==> config.mk <==
export PLATFORM = sky130hd
export DESIGN_NAME = sram_cycle_ctrl
export DESIGN_NICKNAME = d
export VERILOG_FILES = /design/src/rtl/sram_cycle_ctrl.sv
export SDC_FILE = /design/constraint.sdc
export NUM_CORES = 1
export LEC_CHECK = 0
export ABC_AREA = 1
export BUFFER_PORTS_ARGS = -buffer_cell sky130_fd_sc_hd__buf_4
export CAP_MARGIN = 40
export CORE_MARGIN = 8
export CORE_UTILIZATION = 34
export CTS_BUF_LIST = sky130_fd_sc_hd__clkbuf_8
export CTS_CLUSTER_DIAMETER = 50
export CTS_CLUSTER_SIZE = 14
export DETAILED_ROUTE_END_ITERATION = 10
export HOLD_SLACK_MARGIN = 0.03
export PLACE_DENSITY = 0.72
export SLEW_MARGIN = 20
export SYNTH_ARGS = -nofsm -noshare
export SYNTH_HDL_FRONTEND = slang
export SYNTH_SLANG_ARGS = --single-unit
export TNS_END_PERCENT = 20
==> constraint.sdc <==
create_clock -name clk -period 3 [get_ports clk]
set_input_delay 0.3 -clock clk [delete_from_list [all_inputs] [get_ports clk]]
set_output_delay 0.3 -clock clk [all_outputs]
set_load 0.02 [all_outputs]
==> src/rtl/sram_cycle_ctrl.sv <==
module sram_cycle_ctrl #(
  parameter int AW = 13,
  parameter int DW = 8,
  parameter int SETUP_CYC = 1,
  parameter int STROBE_CYC = 2,
  parameter int HOLD_CYC = 1
) (
  input  logic          clk,
  input  logic          rst_n,
  input  logic          req_valid,
  input  logic          req_write,
  input  logic [AW-1:0] req_addr,
  input  logic [DW-1:0] req_wdata,
  output logic          req_ready,
  output logic [DW-1:0] rd_data,
  output logic          done,
  output logic [AW-1:0] mem_addr,
  output logic          mem_cs_n,
  output logic          mem_cs,
  output logic          mem_we_n,
  output logic          mem_oe_n,
  output logic [DW-1:0] bus_dout,
  output logic          bus_oe,
  input  logic [DW-1:0] bus_din
);
  localparam int MAX_A = (SETUP_CYC > STROBE_CYC) ? SETUP_CYC : STROBE_CYC;
  localparam int MAX_C = (MAX_A > HOLD_CYC) ? MAX_A : HOLD_CYC;
  localparam int CW = (MAX_C > 1) ? $clog2(MAX_C) : 1;

  typedef enum logic [1:0] {IDLE, SETUP, STROBE, HOLD} phase_t;

  phase_t        ph;
  logic [CW-1:0] cnt;
  logic [AW-1:0] addr_q;
  logic [DW-1:0] wdata_q;
  logic          wr_q;
  logic          strobe;

  initial begin
    assert (SETUP_CYC >= 1 && STROBE_CYC >= 1 && HOLD_CYC >= 1);
  end

  always_ff @(posedge clk or negedge rst_n) begin
    if (!rst_n) begin
      ph      <= IDLE;
      cnt     <= '0;
      addr_q  <= '0;
      wdata_q <= '0;
      wr_q    <= 1'b0;
      rd_data <= '0;
      done    <= 1'b0;
    end else begin
      done <= 1'b0;
      case (ph)
        IDLE: if (req_valid) begin
          addr_q  <= req_addr;
          wdata_q <= req_wdata;
          wr_q    <= req_write;
          ph      <= SETUP;
          cnt     <= CW'(SETUP_CYC - 1);
        end
        SETUP: if (cnt == '0) begin
          ph  <= STROBE;
          cnt <= CW'(STROBE_CYC - 1);
        end else cnt <= cnt - 1'b1;
        STROBE: if (cnt == '0) begin
          if (!wr_q) rd_data <= bus_din;
          ph  <= HOLD;
          cnt <= CW'(HOLD_CYC - 1);
        end else cnt <= cnt - 1'b1;
        default: if (cnt == '0) begin
          ph   <= IDLE;
          done <= 1'b1;
        end else cnt <= cnt - 1'b1;
      endcase
    end
  end

  assign strobe    = (ph == STROBE);
  assign req_ready = (ph == IDLE);
  assign mem_addr  = addr_q;
  assign bus_dout  = wdata_q;
  assign mem_cs_n  = !strobe;
  assign mem_cs    = strobe;
  assign mem_we_n  = !(strobe && wr_q);
  assign mem_oe_n  = !(strobe && !wr_q);
  assign bus_oe    = strobe && wr_q;


  busy_not_ready_chk: assert property (@(posedge clk) disable iff (!rst_n)
    !mem_cs_n |-> !req_ready);

  drive_with_we_chk: assert property (@(posedge clk) disable iff (!rst_n)
    bus_oe |-> (!mem_we_n && !mem_cs_n));

  write_window_stable_chk: assert property (@(posedge clk) disable iff (!rst_n)
    (!mem_cs_n && !mem_we_n) |=> ((mem_cs_n || mem_we_n) || ($stable(mem_addr) && $stable(bus_dout))));

  addr_setup_chk: assert property (@(posedge clk) disable iff (!rst_n)
    $fell(mem_cs_n) |-> $stable(mem_addr));

  addr_hold_chk: assert property (@(posedge clk) disable iff (!rst_n)
    $rose(mem_cs_n) |-> $stable(mem_addr));

  rd_data_hold_chk: assert property (@(posedge clk) disable iff (!rst_n)
    (mem_cs_n && $past(mem_cs_n)) |-> $stable(rd_data));

  done_pulse_chk: assert property (@(posedge clk) disable iff (!rst_n)
    done |=> !done);

  no_contention_chk: assert property (@(posedge clk) disable iff (!rst_n)
    !mem_oe_n |-> (!bus_oe && mem_we_n));
endmodule

==> key figures <==
GRT
  – Largest net degree at the start of global routing: 35
  – Number of antenna violations at the first check in global routing: 0
  – Vias in the first global route: 1,350
  – First-pass GRT wire length: 6389 um
  – Tot GR Track Use: 12.00%
  – Residual overflow from global routing: 0

Route
  – Violation count after the first detailed-route iteration: between 70 and 80
  – Sum of routed wire length over all layers: between 3000 and 4000 um
  – Remaining design rule violation count: 0
  – Via count of the routed design: around 1,300
  – Number of antenna-violating nets in the routed design: 0
  – Vias per inst: around 4.6
  – Avg WL per Cell: approximately 13 um
  – DR pass1 iterations: 6

Yosys
  – Seq/Total Area, Yosys: between 50% and 60%
  – Mapped Cells: 165
  – Synthesized-area fraction occupied by and/or/nand/nor cells: a little under a third
  – Adder and majority gate portion of the synthesized area: approximately 4.2%
  – Xor and xnor fraction of the mapped netlist area: 0%
  – Mean area per synthesized cell: approximately 9.0 um^2
  – Number of warning messages in the yosys log: 0
  – Number of nets produced by synthesis: around 200
  – Post-synthesis mux area share: 0%
  – Main combinational cell family by area after synthesis: simple AND/OR/NAND/NOR gates
  – Cell area after technology mapping: 1483 um^2
  – Unique cell type count in the Yosys netlist: 16
  – Post-synthesis compound-gate area fraction: roughly 2.1%
  – Seq cells post-synth: 34

Finish
  – Number of standard cells in the layout, taps in and fillers out: ~280
  – Area Growth Syn to Fin: 42.03%
  – Layout cells sized above 1: 34.91%
  – Diode insertion count for antenna repair: 0
  – Net total in the final layout: about 270
  – Finished Cell Area: 2106 um^2
  – Number of filler cells placed in the layout: 434

STA
  – Fmax: 457.4 MHz
  – Endpoints failing setup: 0
  – Least setup slack across all paths after layout: 0.8137 ns
  – Pins Over Slew Limit: 0
  – Max_slew headroom: about two thirds
  – Total negative slack: 0 ns
  – Post-layout minimum cycle time: 2.186 ns
  – RSZ-0062 raised after global routing: no
  – Hold Fails Final Rpt: 0
  – Worst Clk Skew: 0.004526 ns
  – Tcrit/Tclk final: between 70% and 80%
  – Transition time at the pin with the least slew margin: approximately 0.5 ns

Place
  – HPWL after detailed placement: about 2800 um
  – Final estimated routing congestion in global placement: a little under 0.8
  – DP Cell Count: around 280
  – Port Buf Inserts: between 60 and 70
  – Post-placement cell area: around 2000 um^2
  – Placement-stage worst setup slack: about 1.1 ns

Critical path
  – Data required time of the critical path: roughly 2.7 ns
  – Class of the most critical setup path: flop to output port
  – Sort of element at the end of the critical path: output port
  – Largest fanout on the critical path: 13
  – Signal arrival time at the worst endpoint: between 1.5 and 2 ns
  – Critical path launch point type: flop
  – Register-to-Register Setup Slack: ~1.4 ns

CTS
  – Source-to-sink clock delay at the later pin of the worst-skew pair: approximately 0.27 ns
  – Post-CTS repair timing setup buffer count: 0
  – H-tree depth: 2
  – Number of gates resized after cts: 0
  – Cell chosen for the clock root: sky130_fd_sc_hd__clkbuf_8
  – Maximum number of buffers from clock root to sink: 2
  – CTS tree: done
  – Clock transition at the registers of the reported paths: 0.06 ns
  – Clock sink total: 34
  – Number of buffers added to fix hold violations after cts: 1
  – Number of clock buffers inserted by TritonCTS: 5

Job
  – Max-cap violations: 0

Die
  – Number of I/O pins: 69
  – X dimension of the die: about 82 um
  – Effective utilization at floorplan: between 30% and 40%
  – Floorplan core area: around 4300 um^2
  – Overall die height: roughly 82 um
  – Die area: 6730 um^2
  – Row Count: 24

Run status
  – Run status: finished clean

Pwr
  – Highest ir drop seen on vdd: roughly 0.00032 V
  – Total power: approximately 2.4 mW
  – Power density normalized to cell area: around 1100 nW/um^2
  – Static Leak: about 1.2 nW

Min path
  – Worst min-delay path category: input pin to flop
[critical path: stages, from the launching register on]
cell and delay (ns):
sky130_fd_sc_hd__dfrtp_1 0.42, sky130_fd_sc_hd__inv_1 0.11, sky130_fd_sc_hd__ha_1 0.48, sky130_fd_sc_hd__inv_1 0.14
sky130_fd_sc_hd__or2_2 0.30, sky130_fd_sc_hd__buf_4 0.16
[power breakdown]
group	internal, mW	switching (mW)
clock network	0.177	0.144
logic	0.499	0.759
registers	0.680	0.143
total	1.36	1.05
[cell families (layout without fill, tap and decap cells)]
| logic type | after synthesis | after routing |
|---|---|---|
| AOI/OAI and AO/OA | 5 | 5 |
| adders and majority gates | 5 | 5 |
| buffers and inverters | 15 | 82 |
| and+or+nand+nor | 106 | 106 |
| DFF | 34 | 34 |
[path summary, 6_finish.rpt]
| kind | to | start | depth (start not counted) |
|---|---|---|---|
| worst max-delay path | mem_oe_n | ph[0] | 5 |
| worst min-delay path | rd_data[1] | bus_din[1] | 3 |
| worst max register to register | cnt | ph[1] | 6 |
| worst min register to register | bus_dout[6] | bus_dout[6] | 2 |
| max in group asynchronous | bus_dout[6] | rst_n | 2 |
| min in group asynchronous | rd_data[2] | rst_n | 2 |
[metrics by stage]
step | utilization, % | hold slack [ns]
2_1_floorplan | - | 0.004409
3_3_place_gp | 47.21 | 0.2719
3_5_place_dp | 47.21 | 0.2784
4_1_cts | 49.38 | 0.2426
5_1_grt | 49.38 | 0.2494
6_report | 49.38 | 0.2571
[sequential cells by signal (all words and copies together), names as in the netlist]
register / cells
mem_addr: 13
ph: 2
rd_data: 8
cnt: 1
bus_dout: 8
wr_q: 1
done: 1
[cell type report]
class / instances / area (um^2) / share of cell area, %
Sequential cell: 34 / 850.8 / 40.40
Inverter: 6 / 22.52 / 1.070
Multi-Input combinational cell: 116 / 556.8 / 26.44
Timing Repair Buffer: 70 / 528.0 / 25.07
Clock buffer: 6 / 82.58 / 3.922
Tap cell: 52 / 65.06 / 3.090
[Yosys cell counts, drive strengths merged]
library cell	instances	area, um^2
buf	9	52.55
dfrtp	34	850.8
ha	5	62.56
inv	6	22.52
nand2	70	277.8
nand3	32	160.2
nor2	3	18.77
o21ai	4	23.77
o21bai	1	7.510
or2	1	6.260
[metal layers]
layer	GRT usage (%)	share of wire (%)	vias to the layer above
li1	-	-	657
met5	0	0	-
met4	3.684	1.1	0
met3	4.376	8.9	7
met2	20.28	49	40
met1	13.83	41	599
[cell usage in the layout (no fill, tap or decap), types with 2 or more instances in the layout]
| master | count |
|---|---|
| sky130_fd_sc_hd__buf_4 | 69 |
| sky130_fd_sc_hd__clkbuf_8 | 6 |
| sky130_fd_sc_hd__dfrtp_1 | 34 |
| sky130_fd_sc_hd__ha_1 | 5 |
| sky130_fd_sc_hd__inv_1 | 5 |
| sky130_fd_sc_hd__nand2_1 | 68 |
| sky130_fd_sc_hd__nand2_4 | 2 |
| sky130_fd_sc_hd__nand3_1 | 32 |
| sky130_fd_sc_hd__nor2_1 | 2 |
| sky130_fd_sc_hd__o21ai_1 | 2 |
(Power assumes the default switching activity.)
